==> config.mk <==
export PLATFORM = sky130hd
export DESIGN_NAME = pix_video_rx
export DESIGN_NICKNAME = d
export VERILOG_FILES = /design/src/rtl/pix_video_rx.sv
export SDC_FILE = /design/constraint.sdc
export NUM_CORES = 1
export LEC_CHECK = 0
export BUFFER_PORTS_ARGS = -buffer_cell sky130_fd_sc_hd__buf_2
export CORE_ASPECT_RATIO = 1.4
export CORE_MARGIN = 3
export CORE_UTILIZATION = 30
export CTS_CLUSTER_SIZE = 28
export DETAILED_ROUTE_END_ITERATION = 6
export HOLD_SLACK_MARGIN = 0.08
export PLACE_DENSITY = 0.6
export REMOVE_ABC_BUFFERS = 1
export SETUP_SLACK_MARGIN = 0.05
export SYNTH_ARGS = -nofsm -noshare
export SYNTH_HDL_FRONTEND = slang
export SYNTH_SLANG_ARGS = --single-unit
==> constraint.sdc <==
create_clock -name clk -period 1.9 [get_ports clk]
set_input_delay 0.19 -clock clk [delete_from_list [all_inputs] [get_ports clk]]
set_output_delay 0.19 -clock clk [all_outputs]
set_load 0.01 [all_outputs]
==> src/rtl/pix_video_rx.sv <==
module pix_video_rx #(
  parameter int DW    = 8,
  parameter int CNT_W = 8
) (
  input  logic            clk,
  input  logic            rst_n,
  input  logic [2*DW-1:0] i_data,
  input  logic            i_line_n,
  input  logic            i_field_n,
  input  logic            i_act,
  input  logic            i_dval,
  input  logic            i_cbph,
  input  logic            i_fld,
  input  logic            i_ovf_clr,
  input  logic            o_rdy,
  output logic            o_valid,
  output logic [4*DW-1:0] o_data,
  output logic            o_sol,
  output logic            o_sof,
  output logic            o_parity,
  output logic            o_ovf,
  output logic [CNT_W-1:0] o_phase_errs
);

  logic          line_q, field_q, line_seen;
  logic          pend_sol, pend_sof, par_q, have_cb;
  logic [DW-1:0] y0_q, cb_q;
  logic          sol_q, sof_q, wpar_q;

  wire [DW-1:0] y_in = i_data[2*DW-1:DW];
  wire [DW-1:0] c_in = i_data[DW-1:0];

  wire line_fall  = line_q & ~i_line_n;
  wire field_fall = field_q & ~i_field_n;
  wire accept     = line_seen & i_act & i_dval;
  wire cb_acc     = accept & i_cbph;
  wire cr_acc     = accept & ~i_cbph;
  wire half_ok    = have_cb & ~line_fall;
  wire pair_done  = cr_acc & half_ok;
  wire orphan     = cr_acc & ~half_ok;
  wire blocked    = o_valid & ~o_rdy;
  wire sat        = &o_phase_errs;

  always_ff @(posedge clk) begin
    if (!rst_n) begin
      line_q <= 1'b0; field_q <= 1'b0; line_seen <= 1'b0;
      pend_sol <= 1'b0; pend_sof <= 1'b0; par_q <= 1'b0;
      have_cb <= 1'b0; y0_q <= '0; cb_q <= '0;
      sol_q <= 1'b0; sof_q <= 1'b0; wpar_q <= 1'b0;
      o_valid <= 1'b0; o_data <= '0; o_sol <= 1'b0; o_sof <= 1'b0;
      o_parity <= 1'b0; o_ovf <= 1'b0; o_phase_errs <= '0;
    end else begin
      line_q  <= i_line_n;
      field_q <= i_field_n;
      if (line_fall) line_seen <= 1'b1;
      if (!i_field_n) par_q <= i_fld;

      if (accept)          pend_sol <= 1'b0;
      else if (line_fall)  pend_sol <= 1'b1;
      if (accept)          pend_sof <= 1'b0;
      else if (field_fall) pend_sof <= 1'b1;

      if (cb_acc) begin
        have_cb <= 1'b1;
        y0_q    <= y_in;
        cb_q    <= c_in;
        sol_q   <= pend_sol | line_fall;
        sof_q   <= pend_sof | field_fall;
        wpar_q  <= i_field_n ? par_q : i_fld;
      end else if (cr_acc || line_fall) begin
        have_cb <= 1'b0;
      end

      if (orphan && !sat) o_phase_errs <= o_phase_errs + 1'b1;

      if (pair_done && !blocked) begin
        o_valid  <= 1'b1;
        o_data   <= {y0_q, cb_q, y_in, c_in};
        o_sol    <= sol_q;
        o_sof    <= sof_q;
        o_parity <= wpar_q;
      end else if (o_rdy) begin
        o_valid <= 1'b0;
      end

      if (i_ovf_clr)                 o_ovf <= 1'b0;
      else if (pair_done && blocked) o_ovf <= 1'b1;
    end
  end

  p_no_word_before_line_r2: assert property (@(posedge clk) disable iff (!rst_n)
    !line_seen |-> !o_valid);
  p_word_needs_accept_r3: assert property (@(posedge clk) disable iff (!rst_n)
    $rose(o_valid) |-> $past(i_act && i_dval));
  p_errs_monotonic_r5: assert property (@(posedge clk) disable iff (!rst_n)
    1'b1 |=> o_phase_errs >= $past(o_phase_errs));
  p_ovf_sticky_r9: assert property (@(posedge clk) disable iff (!rst_n)
    o_ovf && !i_ovf_clr |=> o_ovf);
  p_ovf_clear_r10: assert property (@(posedge clk) disable iff (!rst_n)
    i_ovf_clr |=> !o_ovf);
  p_hold_stall_r12: assert property (@(posedge clk) disable iff (!rst_n)
    o_valid && !o_rdy |=> o_valid && $stable(o_data));

endmodule

# [Word-level counts from Yosys, hierarchy flattened]
# Index checks and enable logic that the tools add are counted.
[op_classes] n_addsub=1 mul=0 div=0 n_lt_le_gt_ge=0 eq_ne=0 n_shift=0 mux=5 bitwise_logic=19 n_reduce_logical=11
[op_table] cell="AND 1 bit" count=10
[op_table] cell="adder 8 x 1 -> 8 bit (second input constant)" count=1
[op_table] cell="AND reduction 8 bit" count=1
[op_table] cell="NOT 1 bit" count=7
[op_table] cell="2-to-1 mux 1 bit" count=5
[op_table] cell="nonzero test 2 bit" count=2
[op_table] cell="OR reduction 2 bit" count=2
[op_table] cell="logical AND 1 bit" count=3
[op_table] cell="logical NOT 1 bit" count=2
[op_table] cell="OR 1 bit" count=2
[op_table] cell="logical OR 1 bit" count=1
[word_totals] register_bits=71 latchBits=0 mem_bits_rw=0 romBits=0 mem_count=0

# [Longest topological paths before layout]
[logic_depth] word_depth=7 mapped_depth=6 depth_no_buf=5

# [Worst setup path after synthesis]
# OpenSTA, ideal clock, no wires.
[synth_path] kind="flip-flop to flip-flop" startpoint="register o_phase_errs[0]" endpoint="register o_phase_errs[3]" setup_ns=0.070 t_arrival_ns=1.712 required_ns=1.830 setup_slack_ns=0.118 stages_incl_launch_ff=7 path_buffers=1 synth_period_minus_slack_ns=1.782 path_cell_list="dfxtp_1 > ha_1 > and3_4 > a221o_1 > buf_6 > or3_1 > a21oi_1"
[synth_between] elab_chain_cells=3 elab_cells_between_ends=4
[synth_lines] element="from (decl)" line_no="22" rtl="output logic [CNT_W-1:0] o_phase_errs"
[synth_lines] element="from (signal assigned)" line_no="74" rtl="if (orphan && !sat) o_phase_errs <= o_phase_errs + 1'b1;"
[synth_lines] element="parallel branches: the longest is 3 deep, another holds adder 8 x 1 -> 8 bit"
# Parallel ways; which one is timed is not known.
# A chain may end at the register's enable or synchronous reset.

# [Worst setup path after layout]
[layout_path] startpoint="register o_phase_errs[1]" endpoint="register o_phase_errs[7]"
# Same word-level chain as after synthesis.

==> results.sh <==
export IMPL_antenna_violations_before_repair=0
export IMPL_nNetsFinal=378
export IMPL_post_route_util_pct=40.6
export IMPL_n_fill_cell=873
export IMPL_data_required_critical_path_ps=2150
export IMPL_setup_slack_ps=119
export IMPL_post_cts_repair_setup_buffers=0
export IMPL_max_vdd_ir_drop_v=0.000497
export IMPL_final_max_slew_viol_count=0
export IMPL_power_density_nw_per_um2=902
export IMPL_ctsRootBufferMaster="sky130_fd_sc_hd__clkbuf_16"
export IMPL_leakagePower_nw=1.67
export IMPL_final_layout_size_suffix_gt1_share_pct=27.9
export IMPL_numPlacedInstances=440
export IMPL_place_hpwl_um=3690
export IMPL_count_of_state_elements_after_synthesis=71
export IMPL_initial_utilization_pct=31.3
export IMPL_synth_area_leader_cell="sky130_fd_sc_hd__dfxtp_1"
export IMPL_chipWidth_um=84.6
export IMPL_post_synth_main_area_contributors="sky130_fd_sc_hd__dfxtp_1 (55%), sky130_fd_sc_hd__mux2i_1 (14%), sky130_fd_sc_hd__nor2_1 (6.8%), sky130_fd_sc_hd__nand2_1 (5.4%), sky130_fd_sc_hd__a21oi_1 (5.0%)"
export IMPL_period_needed_ps=1780
export IMPL_die_height_um=116
export IMPL_io_pin_count=71
export IMPL_synth_instances=274
export IMPL_timing_fmax_ghz=0.562
export IMPL_run_status="completed"
export IMPL_r2r_worst_path_cells=5
export IMPL_grtUsageTotal_pct=11.1
export IMPL_gr_overflow_total=0
export IMPL_rsz0062_at_grt="no"
export IMPL_count_of_final_hold_check_violations=0
export IMPL_die_area_um2=9820
export IMPL_tritoncts_num_sinks=71
export IMPL_fin_total_pwr_mw=3.04
export IMPL_worstSkewPairLatency_ps=320
export IMPL_finalCritPeriodShare_pct=93.7
export IMPL_setup_total_negative_slack_ps=0
export IMPL_fin_skew_ps=3.11
export IMPL_synth_yosys_warnings=0
export IMPL_min_delay_path_depth=2
export IMPL_grt_pass1_vias=1934
export IMPL_timing_reg2reg_setup_slack_ps=120
export IMPL_global_route_wire_length_before_repair_um=8630
export IMPL_clk_pin_slew_worst_paths_ps=50
export IMPL_most_frequent_cells_in_the_layout="sky130_fd_sc_hd__dfxtp_1 (71), sky130_fd_sc_hd__buf_2 (70), sky130_fd_sc_hd__nor2_1 (46)"
export IMPL_detail_route_antenna_nets=0
export IMPL_critical_path_endpoint_type="register"
export IMPL_remaining_drc_errors=0
export IMPL_clock_path_buffers=2
export IMPL_htreeDepth=3
export IMPL_floorplan_core_area_um2=8300
export IMPL_netlist_area_before_placement_um2=2590
export IMPL_postSynthAreaPerCell_um2=9.47
export IMPL_finalSetupViolCount=0
export IMPL_tritoncts_buffers=9
export IMPL_post_route_hold_slack_ps=108
export IMPL_placed_area_um2=3090
export IMPL_timing_critical_path_fanout_max=5
export IMPL_route_vias_total=2145
export IMPL_rows=39
export IMPL_detail_route_wl_per_cell_um=11.9
export IMPL_routed_wl_um=5440
export IMPL_worst_pin_slew_ps=387
export IMPL_ys_seq_area_share_pct=54.8
export IMPL_synthDominantCellAreaShare_pct=54.8
export IMPL_holdPathEnd="line_q$_SDFF_PN0_"
export IMPL_antenna_cells_inserted=0
export IMPL_timing_rr_start="o_phase_errs[1]$_SDFFE_PN0P_"
export IMPL_worst_hold_path_type="input pin to register"
export IMPL_detail_route_vias_per_cell=4.69
export IMPL_number_of_violations_of_the_max_capacitance_limit=0
export IMPL_worst_setup_path_start_kind="register"
export IMPL_drt_initial_drc_count=57
export IMPL_timing_setup_critical_path_class="register to register"
export IMPL_dp_slack_ps=37.8
export IMPL_crit_arrival_ps=2030
export IMPL_tritoncts="built"
export IMPL_final_common_cell="sky130_fd_sc_hd__dfxtp_1"
export IMPL_1st_pass_router_iterations=4
export IMPL_grt_max_degree=42
export IMPL_netlist_cell_type_count=33
export IMPL_finish_instance_area_um2=3370
export IMPL_worst_hold_startpoint="i_line_n"
export IMPL_gp_routability_congestion=0.734
export IMPL_final_cell_count_no_fill=457
export IMPL_timing_rr_end="o_phase_errs[7]$_SDFFE_PN0P_"
export IMPL_area_growth_syn_to_layout_pct=29.9
export IMPL_timing_slew_headroom_pct=74.2
export IMPL_buffer_ports_inserted=70
-- where the power goes --
part / internal [mW] / switching, mW
Clock: 0.870 / 0.572
Sequential: 1.50 / 0.00547
Combinational: 0.0401 / 0.0541
-- critical path, stage by stage (launching register included) --
cell	delay [ps]
sky130_fd_sc_hd__dfxtp_1	330
sky130_fd_sc_hd__ha_2	180
sky130_fd_sc_hd__and3_4	180
sky130_fd_sc_hd__a221o_2	400
sky130_fd_sc_hd__or4_1	470
sky130_fd_sc_hd__a21oi_1	150
-- synth_stat cells, drive strengths merged --
library cell / number
nand3: 6
nor3: 1
nor2: 47
and4b: 1
and2: 1
a211oi: 3
o21ai: 3
or4: 3
inv: 4
o21ba: 1
nand2: 37
and3: 1
nand4b: 1
ha: 1
nor2b: 1
a221o: 1
a221oi: 1
xnor2: 1
dfxtp: 71
clkbuf: 9
nand4: 3
nand2b: 2
mux2i: 36
and4: 1
or3: 3
buf: 6
o31ai: 3
a21oi: 26
-- per-layer routing --
metal,global-route usage [%],wire length [um],vias up,part of all wire (%)
met5,0,0,-,0
met4,4.44,73,0,1.3
met3,4.34,301,6,5.5
met2,18.8,2600,52,48
met1,12.4,2460,996,45
li1,-,-,1091,-
-- layout make-up --
cell class / count / area [um^2] / area share [%]
flip-flops and latches: 71 / 1420 / 42.2
multi-input cells: 185 / 1100 / 32.6
repair buffers: 80 / 453 / 13.4
clock buffers: 11 / 233 / 6.90
well taps: 102 / 128 / 3.78
clock inverters: 4 / 23.8 / 0.705
inverters: 4 / 15.0 / 0.445
-- cells by family (layout without fill, tap and decap cells) --
family / after synthesis / after routing / share of synthesized area, %
AND/OR/NAND/NOR: 108 / 108 / 18.6
AO/OA/AOI/OAI: 38 / 39 / 8.44
buffers and inverters: 19 / 99 / 3.52
multiplexers: 36 / 36 / 13.9
XOR/XNOR: 1 / 1 / 0.338
adder cells (fa/ha/maj): 1 / 1 / 0.482
flip-flops: 71 / 71 / 54.8
-- how the worst max path moves through the flow --
stage | cells past startpoint | endpoint | start
floorplan | 4 | o_data[0]$_SDFFE_PN0P_ | line_seen$_SDFFE_PN0P_
global placement | 5 | o_phase_errs[7]$_SDFFE_PN0P_ | o_phase_errs[1]$_SDFFE_PN0P_
detailed placement | 5 | o_phase_errs[7]$_SDFFE_PN0P_ | o_phase_errs[1]$_SDFFE_PN0P_
CTS | 5 | o_phase_errs[7]$_SDFFE_PN0P_ | o_phase_errs[1]$_SDFFE_PN0P_
global route | 5 | o_phase_errs[5]$_SDFFE_PN0P_ | o_phase_errs[1]$_SDFFE_PN0P_
finish | 5 | o_phase_errs[7]$_SDFFE_PN0P_ | o_phase_errs[1]$_SDFFE_PN0P_
-- state kept, by name, summed over array words and instances, names as in the netlist, 8 cells and up --
register	count
o_data	32
cb_q	8
o_phase_errs	8
y0_q	8
-- repair_timing --
action,4_1_cts,5_1_grt
endpoints found under the setup margin,2,4
hold endpoints to repair,1,0
gates cloned,0,1
resized for setup,1,1
hold buffers,1,0
pin swaps,1,1
Power figures use the tool's default switching activity.
